### src/rtl/xbus_pkg.sv
package xbus_pkg;
  typedef enum logic [1:0] {
    SLOT_IDLE  = 2'd0,
    SLOT_FETCH = 2'd1,
    SLOT_DADDR = 2'd2,
    SLOT_DSTRB = 2'd3
  } slot_e;

  localparam int PH_PER_SLOT  = 6;
  localparam int SLOTS_PER_MC = 2;
  localparam int PH_PER_MC    = PH_PER_SLOT * SLOTS_PER_MC;
  localparam int QW           = $clog2(PH_PER_SLOT);

  localparam logic [QW-1:0] Q_FIRST    = QW'(0);
  localparam logic [QW-1:0] Q_ALE_A    = QW'(1);
  localparam logic [QW-1:0] Q_ALE_B    = QW'(2);
  localparam logic [QW-1:0] Q_ADDR_END = QW'(2);
  localparam logic [QW-1:0] Q_STRB     = QW'(3);
  localparam logic [QW-1:0] Q_LAST     = QW'(PH_PER_SLOT - 1);
endpackage

### src/rtl/xbus_reset_filter.sv
module xbus_reset_filter #(
  parameter int HOLD = 24
) (
  input  logic clk,
  input  logic rst_in,
  output logic seq_rst_o
);
  localparam int CW = $clog2(HOLD + 1);
  localparam logic [CW-1:0] HOLD_C = CW'(HOLD);

  logic [CW-1:0] run_cnt;

  always_ff @(posedge clk) begin
    if (!rst_in)
      run_cnt <= '0;
    else if (run_cnt != HOLD_C)
      run_cnt <= run_cnt + 1'b1;
  end

  assign seq_rst_o = (run_cnt == HOLD_C);
endmodule

### src/rtl/xbus_phase_gen.sv
module xbus_phase_gen
  import xbus_pkg::*;
(
  input  logic          clk,
  input  logic          seq_rst,
  output logic [QW-1:0] q_o,
  output logic          last_o
);
  logic [QW-1:0] q;

  always_ff @(posedge clk) begin
    if (seq_rst)
      q <= Q_FIRST;
    else if (q == Q_LAST)
      q <= Q_FIRST;
    else
      q <= q + 1'b1;
  end

  assign q_o    = q;
  assign last_o = (q == Q_LAST);

  assert_wrap_R4: assert property (@(posedge clk) disable iff (seq_rst)
    (q == Q_LAST) |=> (q == Q_FIRST));
endmodule

### src/rtl/xbus_slot_ctrl.sv
module xbus_slot_ctrl
  import xbus_pkg::*;
#(
  parameter int ADDR_W = 16,
  parameter int DATA_W = 8
) (
  input  logic              clk,
  input  logic              seq_rst,
  input  logic              last_i,
  input  logic              ext_code_n_i,
  input  logic              fetch_valid_i,
  output logic              fetch_ready_o,
  input  logic [ADDR_W-1:0] fetch_addr_i,
  output logic              code_valid_o,
  output logic [DATA_W-1:0] code_data_o,
  input  logic              dreq_valid_i,
  output logic              dreq_ready_o,
  input  logic              dreq_write_i,
  input  logic              dreq_wide_i,
  input  logic [ADDR_W-1:0] dreq_addr_i,
  input  logic [DATA_W-1:0] dreq_wdata_i,
  output logic              rdata_valid_o,
  output logic [DATA_W-1:0] rdata_o,
  input  logic [DATA_W-1:0] ad_i,
  output logic              ext_mode_o,
  output slot_e             kind_o,
  output logic [ADDR_W-1:0] cur_addr_o,
  output logic              cur_write_o,
  output logic              cur_wide_o,
  output logic [DATA_W-1:0] cur_wdata_o
);
  slot_e             kind;
  logic              ext_q;
  logic [ADDR_W-1:0] cur_addr;
  logic              cur_write, cur_wide;
  logic [DATA_W-1:0] cur_wdata;
  logic              take_code, take_read;

  assign dreq_ready_o  = !seq_rst && last_i && (kind != SLOT_DADDR);
  assign fetch_ready_o = !seq_rst && last_i && (kind != SLOT_DADDR)
                         && ext_q && !dreq_valid_i;
  assign take_code = last_i && (kind == SLOT_FETCH);
  assign take_read = last_i && (kind == SLOT_DSTRB) && !cur_write;

  always_ff @(posedge clk) begin
    if (seq_rst) begin
      kind          <= SLOT_IDLE;
      ext_q         <= !ext_code_n_i;
      code_valid_o  <= 1'b0;
      rdata_valid_o <= 1'b0;
      cur_write     <= 1'b0;
      cur_wide      <= 1'b0;
    end else begin
      code_valid_o  <= take_code;
      rdata_valid_o <= take_read;
      if (last_i) begin
        if (kind == SLOT_DADDR) begin
          kind <= SLOT_DSTRB;
        end else if (dreq_valid_i) begin
          kind      <= SLOT_DADDR;
          cur_addr  <= dreq_addr_i;
          cur_write <= dreq_write_i;
          cur_wide  <= dreq_wide_i;
          cur_wdata <= dreq_wdata_i;
        end else if (fetch_valid_i && ext_q) begin
          kind      <= SLOT_FETCH;
          cur_addr  <= fetch_addr_i;
          cur_write <= 1'b0;
        end else begin
          kind <= SLOT_IDLE;
        end
      end
    end
  end

  always_ff @(posedge clk) begin
    if (!seq_rst && take_code) code_data_o <= ad_i;
    if (!seq_rst && take_read) rdata_o     <= ad_i;
  end

  assign ext_mode_o  = ext_q;
  assign kind_o      = kind;
  assign cur_addr_o  = cur_addr;
  assign cur_write_o = cur_write;
  assign cur_wide_o  = cur_wide;
  assign cur_wdata_o = cur_wdata;

  assert_ready_last_R6: assert property (@(posedge clk) disable iff (seq_rst)
    (dreq_ready_o || fetch_ready_o) |-> last_i);
  assert_strobe_follows_R8: assert property (@(posedge clk) disable iff (seq_rst)
    (kind == SLOT_DADDR && last_i) |=> (kind == SLOT_DSTRB));
  assert_code_pulse_R7: assert property (@(posedge clk) disable iff (seq_rst)
    code_valid_o |=> !code_valid_o);
  assert_data_first_R11: assert property (@(posedge clk) disable iff (seq_rst)
    (dreq_valid_i && dreq_ready_o) |-> !fetch_ready_o);
  assert_internal_nofetch_R3: assert property (@(posedge clk) disable iff (seq_rst)
    !ext_q |-> !fetch_ready_o);
endmodule

### src/rtl/xbus_pins.sv
module xbus_pins
  import xbus_pkg::*;
#(
  parameter int ADDR_W = 16,
  parameter int DATA_W = 8
) (
  input  logic                     clk,
  input  logic                     seq_rst,
  input  logic                     ext_mode,
  input  slot_e                    kind,
  input  logic [QW-1:0]            q,
  input  logic [ADDR_W-1:0]        cur_addr,
  input  logic                     cur_write,
  input  logic                     cur_wide,
  input  logic [DATA_W-1:0]        cur_wdata,
  output logic                     ale_o,
  output logic                     psen_n_o,
  output logic                     rd_n_o,
  output logic                     wr_n_o,
  output logic [DATA_W-1:0]        ad_o,
  output logic                     ad_oe_o,
  output logic [ADDR_W-DATA_W-1:0] hi_addr_o,
  output logic                     hi_addr_oe_o
);
  logic addr_ph, strb_ph, xfer, addr_drv, wdata_drv, code_slot, bus_owner;

  always_comb begin
    addr_ph   = (q <= Q_ADDR_END);
    strb_ph   = (q >= Q_STRB);
    code_slot = (kind == SLOT_IDLE) || (kind == SLOT_FETCH);
    bus_owner = (kind != SLOT_IDLE) || ext_mode;
    xfer      = (kind == SLOT_DSTRB) || ((kind == SLOT_DADDR) && strb_ph);
    addr_drv  = !seq_rst && addr_ph && (kind != SLOT_DSTRB) && bus_owner;
    wdata_drv = !seq_rst && xfer && cur_write;

    ale_o    = !seq_rst && ((q == Q_ALE_A) || (q == Q_ALE_B)) && (kind != SLOT_DSTRB);
    psen_n_o = !(!seq_rst && ext_mode && code_slot && strb_ph);
    rd_n_o   = !(!seq_rst && xfer && !cur_write);
    wr_n_o   = !(!seq_rst && xfer && cur_write);
    ad_oe_o  = addr_drv || wdata_drv;
    ad_o     = addr_drv ? cur_addr[DATA_W-1:0] : cur_wdata;

    hi_addr_o    = cur_addr[ADDR_W-1:DATA_W];
    hi_addr_oe_o = !seq_rst && ((kind == SLOT_FETCH) || (kind == SLOT_IDLE && ext_mode)
                   || (((kind == SLOT_DADDR) || (kind == SLOT_DSTRB)) && cur_wide));
  end

  assert_strobes_exclusive_R12: assert property (@(posedge clk) disable iff (seq_rst)
    !(!rd_n_o && !wr_n_o));
  assert_read_float_R9: assert property (@(posedge clk) disable iff (seq_rst)
    !rd_n_o |-> !ad_oe_o);
  assert_strobe_start_R8: assert property (@(posedge clk) disable iff (seq_rst)
    ($fell(rd_n_o) || $fell(wr_n_o)) |-> (q == Q_STRB && kind == SLOT_DADDR));
  assert_ale_rise_R4: assert property (@(posedge clk) disable iff (seq_rst)
    $rose(ale_o) |-> (q == Q_ALE_A));
endmodule

### src/rtl/xbus_sequencer.sv
module xbus_sequencer
  import xbus_pkg::*;
#(
  parameter int ADDR_W = 16,
  parameter int DATA_W = 8,
  parameter int RST_MC = 2
) (
  input  logic                     clk,
  input  logic                     rst_in,
  input  logic                     ext_code_n_i,
  input  logic                     fetch_valid_i,
  output logic                     fetch_ready_o,
  input  logic [ADDR_W-1:0]        fetch_addr_i,
  output logic                     code_valid_o,
  output logic [DATA_W-1:0]        code_data_o,
  input  logic                     dreq_valid_i,
  output logic                     dreq_ready_o,
  input  logic                     dreq_write_i,
  input  logic                     dreq_wide_i,
  input  logic [ADDR_W-1:0]        dreq_addr_i,
  input  logic [DATA_W-1:0]        dreq_wdata_i,
  output logic                     rdata_valid_o,
  output logic [DATA_W-1:0]        rdata_o,
  output logic                     ale_o,
  output logic                     psen_n_o,
  output logic                     rd_n_o,
  output logic                     wr_n_o,
  output logic [DATA_W-1:0]        ad_o,
  output logic                     ad_oe_o,
  input  logic [DATA_W-1:0]        ad_i,
  output logic [ADDR_W-DATA_W-1:0] hi_addr_o,
  output logic                     hi_addr_oe_o
);
  localparam int RST_HOLD = RST_MC * PH_PER_MC;

  logic              seq_rst, last, ext_mode, cur_write, cur_wide;
  logic [QW-1:0]     q;
  slot_e             kind;
  logic [ADDR_W-1:0] cur_addr;
  logic [DATA_W-1:0] cur_wdata;

  xbus_reset_filter #(.HOLD(RST_HOLD)) u_rst (
    .clk(clk), .rst_in(rst_in), .seq_rst_o(seq_rst));

  xbus_phase_gen u_phase (
    .clk(clk), .seq_rst(seq_rst), .q_o(q), .last_o(last));

  xbus_slot_ctrl #(.ADDR_W(ADDR_W), .DATA_W(DATA_W)) u_ctrl (
    .clk(clk), .seq_rst(seq_rst), .last_i(last), .ext_code_n_i(ext_code_n_i),
    .fetch_valid_i(fetch_valid_i), .fetch_ready_o(fetch_ready_o),
    .fetch_addr_i(fetch_addr_i), .code_valid_o(code_valid_o),
    .code_data_o(code_data_o), .dreq_valid_i(dreq_valid_i),
    .dreq_ready_o(dreq_ready_o), .dreq_write_i(dreq_write_i),
    .dreq_wide_i(dreq_wide_i), .dreq_addr_i(dreq_addr_i),
    .dreq_wdata_i(dreq_wdata_i), .rdata_valid_o(rdata_valid_o),
    .rdata_o(rdata_o), .ad_i(ad_i), .ext_mode_o(ext_mode), .kind_o(kind),
    .cur_addr_o(cur_addr), .cur_write_o(cur_write), .cur_wide_o(cur_wide),
    .cur_wdata_o(cur_wdata));

  xbus_pins #(.ADDR_W(ADDR_W), .DATA_W(DATA_W)) u_pins (
    .clk(clk), .seq_rst(seq_rst), .ext_mode(ext_mode), .kind(kind), .q(q),
    .cur_addr(cur_addr), .cur_write(cur_write), .cur_wide(cur_wide),
    .cur_wdata(cur_wdata), .ale_o(ale_o), .psen_n_o(psen_n_o), .rd_n_o(rd_n_o),
    .wr_n_o(wr_n_o), .ad_o(ad_o), .ad_oe_o(ad_oe_o), .hi_addr_o(hi_addr_o),
    .hi_addr_oe_o(hi_addr_oe_o));

  assert_psen_internal_R5: assert property (@(posedge clk) disable iff (seq_rst)
    !ext_mode |-> psen_n_o);
  assert_reset_quiet_R2: assert property (@(posedge clk)
    seq_rst |-> (!ale_o && psen_n_o && rd_n_o && wr_n_o && !ad_oe_o));
endmodule

### config.mk
export PLATFORM = sky130hd
export DESIGN_NAME = xbus_sequencer
export DESIGN_NICKNAME = d
export VERILOG_FILES = /design/src/rtl/xbus_pkg.sv /design/src/rtl/xbus_reset_filter.sv /design/src/rtl/xbus_phase_gen.sv /design/src/rtl/xbus_slot_ctrl.sv /design/src/rtl/xbus_pins.sv /design/src/rtl/xbus_sequencer.sv
export SDC_FILE = /design/constraint.sdc
export NUM_CORES = 1
export LEC_CHECK = 0
export BUFFER_PORTS_ARGS = -buffer_cell sky130_fd_sc_hd__buf_2
export CORE_MARGIN = 3
export CORE_UTILIZATION = 50
export CTS_BUF_LIST = sky130_fd_sc_hd__clkbuf_8
export CTS_CLUSTER_SIZE = 16
export DETAILED_ROUTE_END_ITERATION = 8
export PLACE_DENSITY_LB_ADDON = 0.08
export SLEW_MARGIN = 5
export SYNTH_ARGS = -nofsm -noshare
export SYNTH_HDL_FRONTEND = slang
export SYNTH_SLANG_ARGS = --single-unit
### constraint.sdc
create_clock -name clk -period 5.65 [get_ports clk]
set_clock_uncertainty 0.15 [all_clocks]
set_input_delay 1.13 -clock clk [delete_from_list [all_inputs] [get_ports clk]]
set_output_delay 1.13 -clock clk [all_outputs]
set_load 0.01 [all_outputs]
==> flow_summary.ini <==
[pwr]
power_frac_seq = 0.504
finalPower_mw = 1.032
peakVddDrop_mv = 0.1706
pwr-share-clk = 0.243
comb_power_share = 0.253
p_leak_nw = 1.256
netSwitchingFraction = 0.2725
p_int_mw = 0.7509
powerDensity_nw_per_um2 = 349.7
switchingPower_mw = 0.2813

[drt]
via_count = 1599
wl_met2_mm = 2.168
drtIter0Drc = 53
wl_per_cell_um = 14.28
viasPerCell = 5.092
drc = 0
routed_wl_mm = 4.484
met3_length_um = 416
wl_met1_mm = 1.857
maxUsedRoutingLayer = met4
ant_nets = 0
dr.pass1.iters = 4

[yosys]
seq_area_frac_synth = 0.6355
async_reset_ff_frac = 0
synth_edf_count = 41
syn_nets = 231
ys_top_cells_by_count = edfxtp_1, mux2_2, dfxtp_1
yosysMostFrequentCell = edfxtp_1
ys_top_cells_by_area = edfxtp_1, dfxtp_1, mux2_2, ha_1, buf_4
yosysUniqueCellTypes = 35
synth_area_leader_cell = edfxtp_1
yosysTopAreaCellShare = 0.5176
ys_warn_count = 0
syn_inst = 170
synthFlopType = edfxtp_1
ys_ff_latch = 55
synth_area_um2 = 2379
avgSynthCellArea_um2 = 13.99

[timing]
slew_headroom = 0.2430
slew_viol_final = 0
fin_hold_ws_ps = 335.8
fmax_mhz = 303.9
hold_viol_final = 0
rsz0062_at_grt = false
worst_pin_slew_ps = 1127
setup_viol = 0
period_share = 0.5824
min_period_ps = 3291
final.setup.tns_ps = 0

[floorplanning]
die_height_um = 74.97
die-area_um2 = 5621
num_io_pins = 97
rows = 24
start_util = 0.5316
core_um2 = 4474
die_w_um = 74.97

[global_route]
grt_pass1_wl_mm = 6.706
grt.total_usage = 0.1617
grt.overflow.total = 0
grt_max_degree = 22
antenna_found_initial = 0
grt_pass1_vias = 1466

[placed_design]
port_buffers = 96
dp_hpwl_mm = 3.267
gp_congestion = 0.7701
place_inst = 306

[critical_path]
worstSetupEndpointType = output pin
rrSetupSlack_ps = 3060
path_max_fanout = 11
worstPathArrival_ps = 2010
crit_required_ps = 4370
crit_type = register to output pin
worstSetupStartpointType = register

[outcome]
status = finished, final reports clean

[clocking]
cts-hold-fix-buffers = 0
ctsHtreeMaxLevel = 2
postCtsResizedCells = 0
post_cts_buffers = 0
cts_sinks = 55
cts_buffer_depth = 2
root_buffer = clkbuf_8
clk_pin_slew_ps = 90
cts_tree = done
clkLatencyLatePin_ps = 300
numCtsBuffers = 5

[layout]
fillers = 357
stdcell_count = 314
multiInputGateArea_um2 = 743.2
nets = 322
diodes = 0
syn2layout_area_growth_pct = 24.09
drive_gt1_frac = 0.5153
regArea_um2 = 1511

[hold_path]
hp-class = register to register

[run]
max_cap_violations = 0
power groups by stage:
| stage | Combinational, mW | Sequential [mW] | Clock (mW) |
|---|---|---|---|
| after global placement | 0.263 | 0.528 | 0 |
| final | 0.261 | 0.520 | 0.251 |
| after floorplan | 0.170 | 0.528 | 0 |
| after CTS | 0.266 | 0.521 | 0.259 |
| after global routing | 0.289 | 0.528 | 0.277 |
| after detailed placement | 0.264 | 0.530 | 0 |
critical path, cell delays in order, from the launching register on:
cell and delay (ps):
dfxtp_1 350, inv_1 80, ha_1 160, nand4b_2 310, nand4_4 290, mux2_2 370
buf_2 140
worst paths after layout:
check                            startpoint  cells after the start                               to
max reg2reg   u_rst.run_cnt[0]$_SDFFE_PN0P_                      5  u_ctrl.code_data_o[2]$_DFFE_PP_
min          u_ctrl.cur_wide_o$_SDFFE_PN0P_                      2   u_ctrl.cur_wide_o$_SDFFE_PN0P_
min reg2reg  u_ctrl.cur_wide_o$_SDFFE_PN0P_                      2   u_ctrl.cur_wide_o$_SDFFE_PN0P_
max           u_rst.run_cnt[0]$_SDFFE_PN0P_                      6                          ad_o[4]
through the flow:
stage                       util  setup WS, ps  instance area (um2)
final                     0.6597          2359                 2952
after global routing      0.6597          2200                 2952
after CTS                 0.6597          2328                 2952
after detailed placement  0.6351          2379                 2841
after global placement    0.6351          2397                 2841
after floorplan                -          2104                 2379
cell families after synthesis:
logic type,count (synthesis),share of synthesized area
flip-flops,55,0.6355
AND/OR/NAND/NOR,45,0.1147
multiplexers,24,0.1136
buffers and inverters,22,0.05471
AO/OA/AOI/OAI,15,0.03893
adder cells (fa/ha/maj),6,0.03156
XOR/XNOR,3,0.01105
flip-flops by register name, indices dropped and copies added (netlist names), 2 cells and up:
name                flops
u_ctrl.cur_wdata_o      8
u_phase.q_o             3
u_rst.run_cnt           5
u_ctrl.rdata_o          8
u_ctrl.kind_o           2
u_ctrl.cur_addr_o      16
u_ctrl.code_data_o      8
per-layer routing:
layer	track usage	vias to the layer above
met5	0	-
met4	0.05336	0
met3	0.05741	4
met2	0.2611	81
met1	0.2033	719
li1	-	795
final cells by class:
class,count,area share
well taps,52,0.02204
clock inverters,3,0.01399
flip-flops and latches,55,0.5121
multi-input cells,93,0.2518
inverters,9,0.01145
clock buffers,5,0.02331
repair buffers,97,0.1653
layout by cell type, fill, tap and decap left out, types with 5 or more instances in the layout:
cell,Yosys,final
buf_2,2,96
edfxtp_1,41,41
mux2_2,24,24
dfxtp_1,14,14
inv_1,8,9
nand2_1,8,8
nand3_1,7,7
nor2_1,7,7
a21oi_1,6,6
ha_1,6,6
clkbuf_8,0,5
No activity file was read; power rests on OpenSTA's default activity.
